**config.mk**
```make
export PLATFORM = sky130hd
export DESIGN_NAME = branch_hist_buf
export DESIGN_NICKNAME = d
export VERILOG_FILES = /design/src/rtl/bhb_pkg.sv /design/src/rtl/bhb_gate.sv /design/src/rtl/bhb_wptr.sv /design/src/rtl/bhb_store.sv /design/src/rtl/bhb_rdport.sv /design/src/rtl/branch_hist_buf.sv
export SDC_FILE = /design/constraint.sdc
export NUM_CORES = 1
export LEC_CHECK = 0
export BUFFER_PORTS_ARGS = -buffer_cell sky130_fd_sc_hd__clkbuf_2
export CAP_MARGIN = 20
export CORE_ASPECT_RATIO = 0.6
export CORE_UTILIZATION = 50
export CTS_CLUSTER_SIZE = 40
export DETAILED_ROUTE_END_ITERATION = 8
export GPL_TIMING_DRIVEN = 0
export PLACE_DENSITY = 0.76
export SYNTH_ARGS = -nofsm -noshare
export SYNTH_HDL_FRONTEND = slang
export SYNTH_SLANG_ARGS = --single-unit
```
**constraint.sdc**
```tcl
create_clock -name clk -period 3.15 [get_ports clk]
set_clock_uncertainty 0.1 [all_clocks]
set_input_delay 0.315 -clock clk [delete_from_list [all_inputs] [get_ports clk]]
set_output_delay 0.315 -clock clk [all_outputs]
set_load 0.03 [all_outputs]
```
**src/rtl/bhb_pkg.sv**
```systemverilog
package bhb_pkg;

    typedef enum logic [1:0] {
        FC_NONE = 2'b00,
        FC_HYP  = 2'b01,
        FC_USR  = 2'b10
    } fcode_e;

    localparam int unsigned DEF_W     = 64;
    localparam int unsigned DEF_DEPTH = 8;
    localparam int unsigned DEF_IDX_W = 10;

endpackage

```
**src/rtl/bhb_gate.sv**
```systemverilog
// Permission gate for the software operations (clear, read).
module bhb_gate
    import bhb_pkg::*;
(
    input  logic   user_mode,
    input  logic   acc_en,
    input  logic   hyp_en,
    output fcode_e code
);

    always_comb begin
        code = FC_NONE;
        if (!hyp_en) begin
            code = FC_HYP;
        end else if (user_mode && !acc_en) begin
            code = FC_USR;
        end
    end

endmodule

```
**src/rtl/bhb_wptr.sv**
```systemverilog
// Write pointer: advances on record, returns to zero on clear.
module bhb_wptr #(
    parameter  int unsigned DEPTH = 8,
    localparam int unsigned PTR_W = (DEPTH > 1) ? $clog2(DEPTH) : 1
) (
    input  logic             clk,
    input  logic             rst_n,
    input  logic             rec_valid,
    input  logic             clr_do,
    output logic [PTR_W-1:0] wptr
);

    localparam logic [PTR_W-1:0] LAST = PTR_W'(DEPTH - 1);

    typedef struct packed {
        logic [PTR_W-1:0] ptr;
    } st_t;

    st_t st_d, st_q;

    always_comb begin
        st_d = st_q;
        if (clr_do) begin
            st_d.ptr = '0;
        end else if (rec_valid) begin
            st_d.ptr = (st_q.ptr == LAST) ? '0 : st_q.ptr + PTR_W'(1);
        end
    end

    always_ff @(posedge clk) begin
        if (!rst_n) begin
            st_q <= '0;
        end else begin
            st_q <= st_d;
        end
    end

    assign wptr = st_q.ptr;

endmodule

```
**src/rtl/bhb_store.sv**
```systemverilog
// Slot storage with age-to-slot mapping on the read side.
module bhb_store #(
    parameter  int unsigned DEPTH = 8,
    parameter  int unsigned W     = 64,
    parameter  int unsigned IDX_W = 10,
    localparam int unsigned PTR_W = (DEPTH > 1) ? $clog2(DEPTH) : 1
) (
    input  logic             clk,
    input  logic             rst_n,
    input  logic             wr_en,
    input  logic [W-1:0]     wr_data,
    input  logic             clr,
    input  logic [PTR_W-1:0] wptr,
    input  logic [IDX_W-1:0] age,
    output logic [W-1:0]     rd_word,
    output logic             rd_hit
);

    localparam bit POW2 = ((DEPTH & (DEPTH - 1)) == 0);

    logic [W-1:0]     mem_d [DEPTH];
    logic [W-1:0]     mem_q [DEPTH];
    logic [PTR_W-1:0] slot;

    // Next-state for the slots: a clear overrides a record.
    always_comb begin
        for (int i = 0; i < DEPTH; i++) begin
            mem_d[i] = mem_q[i];
        end
        if (clr) begin
            for (int i = 0; i < DEPTH; i++) begin
                mem_d[i] = '0;
            end
        end else if (wr_en) begin
            mem_d[wptr] = wr_data;
        end
    end

    always_ff @(posedge clk) begin
        if (!rst_n) begin
            for (int i = 0; i < DEPTH; i++) begin
                mem_q[i] <= '0;
            end
        end else begin
            for (int i = 0; i < DEPTH; i++) begin
                mem_q[i] <= mem_d[i];
            end
        end
    end

    // Age n lives one slot behind the pointer, n further back.
    generate
        if (POW2) begin : g_pow2
            assign slot = wptr - age[PTR_W-1:0] - PTR_W'(1);
        end else begin : g_mod
            logic [PTR_W:0] sum;
            always_comb begin
                sum = {1'b0, wptr} + (PTR_W+1)'(DEPTH - 1) - {1'b0, age[PTR_W-1:0]};
                if (sum >= (PTR_W+1)'(DEPTH)) begin
                    sum = sum - (PTR_W+1)'(DEPTH);
                end
            end
            assign slot = sum[PTR_W-1:0];
        end
    endgenerate

    assign rd_hit  = ({1'b0, age} < (IDX_W+1)'(DEPTH));
    assign rd_word = rd_hit ? mem_q[slot] : '0;

endmodule

```
**src/rtl/bhb_rdport.sv**
```systemverilog
// Registered result port: read data, valid and fault report.
module bhb_rdport
    import bhb_pkg::*;
#(
    parameter int unsigned W = 64
) (
    input  logic         clk,
    input  logic         rst_n,
    input  logic         rd_req,
    input  logic         clr_req,
    input  fcode_e       code,
    input  logic         alert,
    input  logic         hit,
    input  logic [W-1:0] word,
    output logic         rd_valid,
    output logic [W-1:0] rd_data,
    output logic         fault,
    output logic [1:0]   fault_code
);

    typedef struct packed {
        logic         valid;
        logic [W-1:0] data;
        logic         fault;
        logic [1:0]   code;
    } st_t;

    st_t st_d, st_q;

    always_comb begin
        st_d       = '0;
        st_d.valid = rd_req;
        if ((rd_req || clr_req) && (code != FC_NONE)) begin
            st_d.fault = 1'b1;
            st_d.code  = code;
        end
        if (rd_req && (code == FC_NONE) && !alert && hit) begin
            st_d.data = word;
        end
    end

    always_ff @(posedge clk) begin
        if (!rst_n) begin
            st_q <= '0;
        end else begin
            st_q <= st_d;
        end
    end

    assign rd_valid   = st_q.valid;
    assign rd_data    = st_q.data;
    assign fault      = st_q.fault;
    assign fault_code = st_q.code;

endmodule

```
**src/rtl/branch_hist_buf.sv**
```systemverilog
module branch_hist_buf
    import bhb_pkg::*;
#(
    parameter  int unsigned W     = DEF_W,
    parameter  int unsigned DEPTH = DEF_DEPTH,
    parameter  int unsigned IDX_W = DEF_IDX_W,
    localparam int unsigned PTR_W = (DEPTH > 1) ? $clog2(DEPTH) : 1
) (
    input  logic             clk,
    input  logic             rst_n,
    input  logic             rec_valid,
    input  logic [W-1:0]     rec_data,
    input  logic             clr_req,
    input  logic             rd_req,
    input  logic [IDX_W-1:0] rd_age,
    input  logic             user_mode,
    input  logic             acc_en,
    input  logic             hyp_en,
    input  logic             pm_alert,
    output logic             rd_valid,
    output logic [W-1:0]     rd_data,
    output logic             fault,
    output logic [1:0]       fault_code
);

    fcode_e           code;
    logic             clr_do;
    logic [PTR_W-1:0] wptr;
    logic [W-1:0]     word;
    logic             hit;

    bhb_gate u_gate (
        .user_mode (user_mode),
        .acc_en    (acc_en),
        .hyp_en    (hyp_en),
        .code      (code)
    );

    assign clr_do = clr_req && (code == FC_NONE);

    bhb_wptr #(.DEPTH(DEPTH)) u_wptr (
        .clk       (clk),
        .rst_n     (rst_n),
        .rec_valid (rec_valid),
        .clr_do    (clr_do),
        .wptr      (wptr)
    );

    bhb_store #(.DEPTH(DEPTH), .W(W), .IDX_W(IDX_W)) u_store (
        .clk     (clk),
        .rst_n   (rst_n),
        .wr_en   (rec_valid),
        .wr_data (rec_data),
        .clr     (clr_do),
        .wptr    (wptr),
        .age     (rd_age),
        .rd_word (word),
        .rd_hit  (hit)
    );

    bhb_rdport #(.W(W)) u_rdport (
        .clk        (clk),
        .rst_n      (rst_n),
        .rd_req     (rd_req),
        .clr_req    (clr_req),
        .code       (code),
        .alert      (pm_alert),
        .hit        (hit),
        .word       (word),
        .rd_valid   (rd_valid),
        .rd_data    (rd_data),
        .fault      (fault),
        .fault_code (fault_code)
    );

endmodule

```
Yosys cells after proc, flatten, opt, wreduce, memory -nomap -nowiden
Memories as Yosys holds them, arrays and structs flattened. A register that Yosys moved wholly into a read port is not among the register bits. Cells that the tools add are included.

Register bits: 7. Memory bits (writable): 512. Output and inout port bits: 68. Memories: 1.

Memory list: u_store.mem_q (depth 8, bits a word 64, rd ports 9, clocked after Yosys merged registers in 1, wr ports 8, line bhb_store.sv:22) `logic [W-1:0] mem_q [DEPTH];`.

Add/subtract/negate cells: 3. Magnitude comparators: 3. Eq/ne operators: 1. Mux-type cells: 19. Bitwise gates (word level): 10. Reduce and logical (&&, ||, !) cells: 16.

Operator list (number): $mux W512 (2); $mux W64 (9); $bwmux W512 (1); $demux W64 S3 (1); $lt A10 B4 Y1 const B (1); $or A1 B1 Y1 (8); $logic_and A1 B1 Y1 (7); $mux W3 (2); $ge A4 B4 Y1 const B (1); $lt A4 B1 Y1 const B (1); $mux W2 (2); $not A3 Y4 (1); $add A3 B1 Y3 const B (1); $eq A3 B3 Y1 const B (1); $logic_not A1 Y1 (3); $reduce_and A3 Y1 (1); $sub A3 B1 Y3 const B (1); $sub A3 B3 Y3 (1); $logic_not A2 Y1 (1); $mux W1 (2); $reduce_and A2 Y1 (1); $reduce_bool A2 Y1 (1); $reduce_or A2 Y1 (1); $logic_or A1 B1 Y1 (1); $not A1 Y1 (1).

Longest topological paths before layout
Gate-level depths: netlist of run 1.

Depth after elaboration: 10. Depth in mapped cells: 8.

Cells and area by module
From an unflattened synthesis of run 1, not the netlist that was laid out.

Cell total of the unflattened synthesis: 2861. Area total of the unflattened synthesis: 24427.2 µm².

Modules (own cells, without submodules): bhb_store (instances 1, cells each 2681, area an instance 22307.6 µm², sequential area each 10249.8 µm²); bhb_rdport (instances 1, cells each 163, area an instance 1946.9 µm², sequential area each 1361.3 µm²); bhb_wptr (instances 1, cells each 14, area an instance 147.6 µm², sequential area each 60.1 µm²); bhb_gate (instances 1, cells each 2, area an instance 12.5 µm², sequential area each 0.0 µm²); branch_hist_buf (instances 1, cells each 1, area an instance 12.5 µm², sequential area each 0.0 µm²).

Worst setup path after synthesis of run 1
OpenSTA, ideal clock, no wires.

Path kind: register to register. From: register u_wptr.st_q (netlist bit u_wptr.wptr[0]). To: register, netlist name u_rdport.rd_data[0]. Arrival time: 2.092 ns. Required time: 2.918 ns. Path slack: 0.827 ns. Stages on the path, launching flop included: 8. Path buffers: 2. Period minus slack after synthesis: 2.323 ns. Path through: dfxtp_1 > ha_1 > fa_1 > buf_2 > buf_1 > mux4_2 > mux2i_1 > nor3_1.

Longest elaborated chain between the ends: 2.

Ends and longest elaborated chain: start, declared (line bhb_wptr.sv:19) `st_t st_d, st_q;`; start signal, assigned (line bhb_wptr.sv:34) `st_q <= st_d;`; $sub A3 B3 Y3 (line bhb_store.sv:54) `assign slot = wptr - age[PTR_W-1:0] - PTR_W'(1);`; $sub A3 B1 Y3 (line bhb_store.sv:54).

No other way between the ends. A chain may end at the register's enable or synchronous reset.

Worst setup path in the final report of run 1
From: register u_wptr.st_q (netlist bit u_wptr.wptr[0]). To: register, netlist name u_rdport.rd_data[2].

Longest elaborated chain between the ends: 2.

Ends and longest elaborated chain (line): $sub A3 B3 Y3 (bhb_store.sv:54); $sub A3 B1 Y3 (bhb_store.sv:54).

No other way between the ends.

==> impl_metrics.json, run 1 <==
{
  "clock_latency_ns": 0.60,
  "ys.flop_type": "dfxtp_1",
  "outcome": "finished clean",
  "n_antenna_cell": 0,
  "die_h_um": 171,
  "overflow": 0,
  "ios": 151,
  "die_x_um": 283,
  "period_share_pct": 97.3,
  "grt_pass1_vias": 20200,
  "max_freq_mhz": 326,
  "worstSetupEndpointType": "register",
  "power.leakage_nw": 9.50,
  "power.density_mw_per_mm2": 562,
  "initial_core_util_pct": 50.9,
  "utilization_pct": 58.7,
  "clk_path_buf_depth": 3,
  "synth-seq-area-share_pct": 49.3,
  "dieArea_sq_mm": 0.0482,
  "gp_congestion": 0.860,
  "synth-seq-cells": 583,
  "drtAntennaViolNets": 0,
  "synth.net_count": 2790,
  "critPathRequiredTime_ns": 3.52,
  "synth_edf_count": 0,
  "syn_area_sq_mm": 0.0237,
  "wl_per_cell_um": 20.2,
  "cts-root-buf": "clkbuf_16",
  "cp.arrival_ns": 3.44,
  "viasPerCell": 5.84,
  "htreeDepth": 2,
  "yosysUniqueCellTypes": 34,
  "async_flop_share_pct": 0,
  "hold_class": "primary input to register",
  "drtPass1Iterations": 5,
  "avgSynthCellArea_sq_um": 8.76,
  "drv_cap": 0,
  "yosysWarnings": 0,
  "fin_total_pwr_mw": 15.3,
  "area_growth_syn_to_layout_pct": 15.3,
  "crit_fanout": 11,
  "routed-via-count": 20900,
  "synth_cells": 2703,
  "setup_violations": 0,
  "dp_hpwl_um": 49900,
  "worstSetupPathType": "register to register",
  "antenna_found_initial": 2,
  "slew_headroom_pct": 24.9,
  "ir_worst_vdd_mv": 0.509,
  "cts_buffers": 53,
  "rsz0062_at_grt": "false",
  "grt_util_all_layers_pct": 29.8,
  "clock-sinks": 583,
  "finalHoldViolations": 0,
  "numPortBuffers": 86,
  "grt_first_pass_wirelength_um": 111000,
  "drt_first_iter_violations": 2527,
  "fin_nets": 3004,
  "period_minus_slack_ns": 3.07,
  "drive_gt1_share_pct": 16.5,
  "cts_tree": "done",
  "core_sq_mm": 0.0465,
  "cts.clk_slew.worst_paths_ns": 0.06,
  "grt_max_degree": 15,
  "critPathLaunchType": "register",
  "worst_pin_slew_ns": 1.12,
  "rows": 61,
  "drt-total-wl_um": 72500,
  "drc": 0,
  "slew_viol_final": 0
}
[metal layers]
layer | global-route usage [%] | share of wire (%) | vias to the layer above
met5 | 0 | 0.032 | -
met4 | 9.28 | 2.5 | 4
met3 | 6.43 | 11 | 164
met2 | 45.7 | 45 | 1209
met1 | 42.0 | 42 | 10100
li1 | - | - | 9435
[cell type report]
class	count	area (sq um)
clock inverter	11	95.1
tap	630	788
fill	3853	19200
buffer	284	1380
sequential	583	11700
clock buffer	80	1570
timing repair buffer	159	1170
multi-input combinational	1832	10600
inverter	4	15.0
[power breakdown]
group | switching, mW | internal (mW) | total [mW]
Clock | 2.86 | 3.51 | 6.37
Sequential | 0.0491 | 7.46 | 7.51
Combinational | 0.944 | 0.519 | 1.46
[worst max-delay path, cell delays in order, from the launching register on]
cell and delay (ns):
dfxtp_1 0.40, ha_1 0.25, fa_1 0.50, buf_2 0.37
buf_1 0.58, mux4_2 0.40, mux2i_1 0.26, nor3_1 0.08
[per-stage QoR]
step	setup slack [ns]	std cells	cell area (sq um)	setup TNS (ns)	hold WS, ns
6_report	0.0835	3583	27300	0	0.0908
5_1_grt	0.0130	3583	27300	0	0.137
4_1_cts	0.0350	3583	27300	0	0.0320
3_5_place_dp	-0.0377	3420	24900	-0.0673	0.344
2_1_floorplan	0.827	2703	23700	0	0.287
3_3_place_gp	0.00387	3419	24900	0	0.338
[cell usage in the layout (no fill, tap or decap), drive strengths merged]
| cell type | n |
|---|---|
| and4b | 3 |
| dlygate4sd3 | 72 |
| and4 | 1 |
| nor4b | 1 |
| nand4b | 3 |
| nand3 | 1 |
| nor3 | 65 |
| fa | 1 |
| and4bb | 2 |
| clkbuf | 252 |
| nor4 | 2 |
| a31o | 1 |
| nor4bb | 1 |
| clkinv | 6 |
| buf | 199 |
| inv | 6 |
| and2 | 1 |
| a21oi | 514 |
| ha | 3 |
| nor2 | 4 |
| mux4 | 128 |
| nand2b | 2 |
| nand4 | 1 |
| nand2 | 1025 |
| o21ai | 1 |
| xnor3 | 1 |
| nand3b | 1 |
| mux2i | 66 |
| clkinvlp | 2 |
| or4b | 1 |
| bufinv | 1 |
| dfxtp | 583 |
| nand4bb | 3 |
[logic make-up after synthesis]
family,Yosys count,share of synthesized area [%]
DFF,583,49.3
muxes,194,15.0
buffers and inverters,288,5.88
adders and majority gates,4,0.243
AOI/OAI and AO/OA,516,10.9
and+or+nand+nor,1117,18.6
xor gates and xnor gates,1,0.0951
[sequential cells by signal, indices dropped and copies added, names as in the netlist]
| signal | cells |
|---|---|
| u_rdport.rd_data | 64 |
| u_wptr.wptr | 3 |
| u_rdport.fault_code | 2 |
| u_store.mem_q | 512 |
| u_rdport.fault | 1 |
| u_rdport.rd_valid | 1 |
[synth_stat cells, types with 2 or more instances]
cell type / instances / area share [%]
dfxtp_1: 583 / 49
nand4b_1: 3 / 0.11
ha_1: 3 / 0.16
nand2b_1: 2 / 0.053
and4b_1: 3 / 0.13
mux2i_1: 66 / 2.8
nor4_1: 2 / 0.053
buf_2: 161 / 3.4
a21oi_1: 514 / 11
mux4_2: 128 / 12
clkbuf_1: 81 / 1.3
clkbuf_2: 4 / 0.085
and4bb_2: 2 / 0.11
buf_4: 15 / 0.48
nand2_1: 1025 / 16
nor2_1: 4 / 0.063
nor3_1: 65 / 1.4
nand4bb_1: 3 / 0.14
buf_1: 16 / 0.25
buf_6: 6 / 0.29
inv_1: 4 / 0.063
[timing repair]
| item | in CTS | in global routing |
|---|---|---|
| gates cloned | 0 | 0 |
| hold buffers | 72 | 0 |
| hold endpoints to repair | 516 | 0 |
| buffers inserted | 0 | 0 |
| setup endpoints to repair | 1 | 17 |
| gates resized for setup | 1 | 9 |
[worst paths after layout]
| check | cells after the start | endpoint | startpoint | slack, ns |
|---|---|---|---|---|
| hold / removal | 3 | u_rdport.fault_code[1] | clr_req | 0.09 |
| setup reg to reg | 7 | u_rdport.rd_data[2] | u_wptr.wptr[0] | 0.08 |
| hold reg to reg | 2 | u_store.mem_q[6][60] | u_store.mem_q[6][60] | 0.35 |
| setup / recovery | 7 | u_rdport.rd_data[2] | u_wptr.wptr[0] | 0.08 |
Note: power is estimated with default switching activity, not from simulation.
==> run 2: changes to the inputs <==
- GPL_TIMING_DRIVEN: 0 -> unset
- SLEW_MARGIN: unset -> 20
==> run 2 against run 1 <==
  * Worst hold slack lost 0.059 ns
  * Global-route usage is 1.8 points lower
  * Count of clock-buffer cells in the layout decreased by 4
  * Flip-flop and latch count stayed put
  * Worst setup slack better by 0.39 ns
  * Final cell count down 4.8%
  * Die area unchanged
  * Clock power about the same
  * Non-clock buffer count fell by 179
  * Critical endpoint is now u_rdport.rd_data[30]
==> impl_metrics.json, run 2 (same netlist as run 1, synthesis figures left out) <==
{
  "area_growth_syn_to_layout_pct": 14.1,
  "multiInputGateArea_sq_mm": 0.0107,
  "period_share_pct": 85.1,
  "worstSetupPathType": "register to register",
  "core_sq_mm": 0.0465,
  "busiest_layer": "met2",
  "antenna_found_initial": 4,
  "clock_latency_ns": 0.59,
  "wl_per_cell_um": 20.0,
  "drv_cap": 0,
  "finalHoldViolations": 0,
  "critPathLaunchType": "register",
  "crit_fanout": 25,
  "power.density_mw_per_mm2": 565,
  "grt_first_pass_wirelength_um": 106000,
  "die_h_um": 171,
  "hold_class": "primary input to register",
  "dieArea_sq_mm": 0.0482,
  "slew_headroom_pct": 42.5,
  "cts_tree": "done",
  "drc": 0,
  "numPortBuffers": 150,
  "fillers": 3846,
  "outcome": "finished clean",
  "dp_slack_ns": 0.381,
  "critPathRequiredTime_ns": 3.47,
  "layout_common_cells": "nand2_1, dfxtp_1, a21oi_1, clkbuf_2, mux4_2",
  "grt_util_all_layers_pct": 28.0,
  "grt_pass1_vias": 19300,
  "die_x_um": 283,
  "top_register": "u_store.mem_q",
  "setup_violations": 0,
  "cts.clk_slew.worst_paths_ns": 0.07,
  "cts-resized-gates": 0,
  "initial_core_util_pct": 50.9,
  "routed-via-count": 19900,
  "rows": 61,
  "worstSetupEndpointType": "register",
  "cts-root-buf": "clkbuf_16",
  "drtPass1Iterations": 6,
  "grt_max_degree": 133,
  "clk_path_buf_depth": 3,
  "gp_congestion": 0.775,
  "period_minus_slack_ns": 2.68,
  "setup_tns_ns": 0,
  "rsz0062_at_grt": "false",
  "worst_pin_slew_ns": 0.859,
  "fin_nets": 2823,
  "layout_commonest_cell": "nand2_1",
  "overflow": 0,
  "viasPerCell": 5.82,
  "drive_gt1_share_pct": 15.1,
  "dp_hpwl_um": 37400,
  "register_area_sq_mm": 0.0117,
  "clock-sinks": 583,
  "largest_register_ffs": 512,
  "cts_buffers": 51,
  "slew_viol_final": 0,
  "max_freq_mhz": 373,
  "post_cts_buffers": 0,
  "grt_util_met1_pct": 36.5,
  "ios": 151,
  "fin_ws_ns": 0.469,
  "cts_hold_buf": 69,
  "drtAntennaViolNets": 0,
  "drt_first_iter_violations": 2452,
  "drt-total-wl_um": 68300,
  "use_met3_pct": 5.57,
  "cp.arrival_ns": 3.00,
  "ir_worst_vdd_mv": 0.381,
  "grt.met2_usage_pct": 46.6,
  "htreeDepth": 2,
  "power.leakage_nw": 9.18
}
-- run 2: changes by cell type in the layout (fill, tap and decap cells not counted), moves of 5 or more --
| cell | delta |
|---|---|
| clkbuf_2 | +55 |
| buf_2 | -161 |
| buf_12 | +26 |
| clkbuf_1 | -76 |
| diode_2 | +5 |
| buf_1 | -16 |
| buf_6 | -6 |
-- run 2: power breakdown --
| part | leakage [nW] | internal [mW] | total [mW] | switching, mW |
|---|---|---|---|---|
| combinational | 3.64 | 0.537 | 1.37 | 0.833 |
| sequential | 4.71 | 7.46 | 7.51 | 0.0475 |
| clock | 0.832 | 3.63 | 6.38 | 2.75 |
-- run 2: layout make-up --
cell class                 count  area share (%)
timing repair buffer         264            7.79
multi-input combinational   1832            39.8
sequential                   583            43.2
clock inverter                16           0.774
antenna                        5          0.0463
clock buffer                  76            5.44
tap                          630            2.92
inverter                       4          0.0556
-- run 2: final timing paths --
| check | start | to | slack, ns | depth (start not counted) |
|---|---|---|---|---|
| min | user_mode | u_rdport.fault_code[1] | 0.03 | 3 |
| max reg2reg | u_wptr.wptr[0] | u_rdport.rd_data[30] | 0.47 | 6 |
| min reg2reg | u_store.mem_q[6][8] | u_store.mem_q[6][8] | 0.35 | 2 |
| max | u_wptr.wptr[0] | u_rdport.rd_data[30] | 0.47 | 6 |
-- run 2: worst max-delay path: stages, from the launching register on --
cell	delay, ns
dfxtp_1	0.33
ha_4	0.16
fa_4	1.08
buf_12	0.26
mux4_2	0.33
mux2i_1	0.16
nor3_1	0.06
-- run 2: layer usage --
layer	vias to the layer above	wire, um
met5	-	0
met4	0	1560
met3	143	6900
met2	1007	33000
met1	9634	26800
li1	9067	-
-- run 2: stage by stage --
stage	util (%)	instance area (sq um)	cells	hold slack (ns)	power [mW]
detailed placement	53.0	24600	3244	0.343	8.95
floorplan	-	23700	2703	0.287	8.60
CTS	58.1	27000	3405	0.0179	15.3
finish	58.1	27000	3410	0.0313	15.3
global route	58.1	27000	3407	0.0575	15.7
global placement	53.0	24600	3244	0.338	8.91
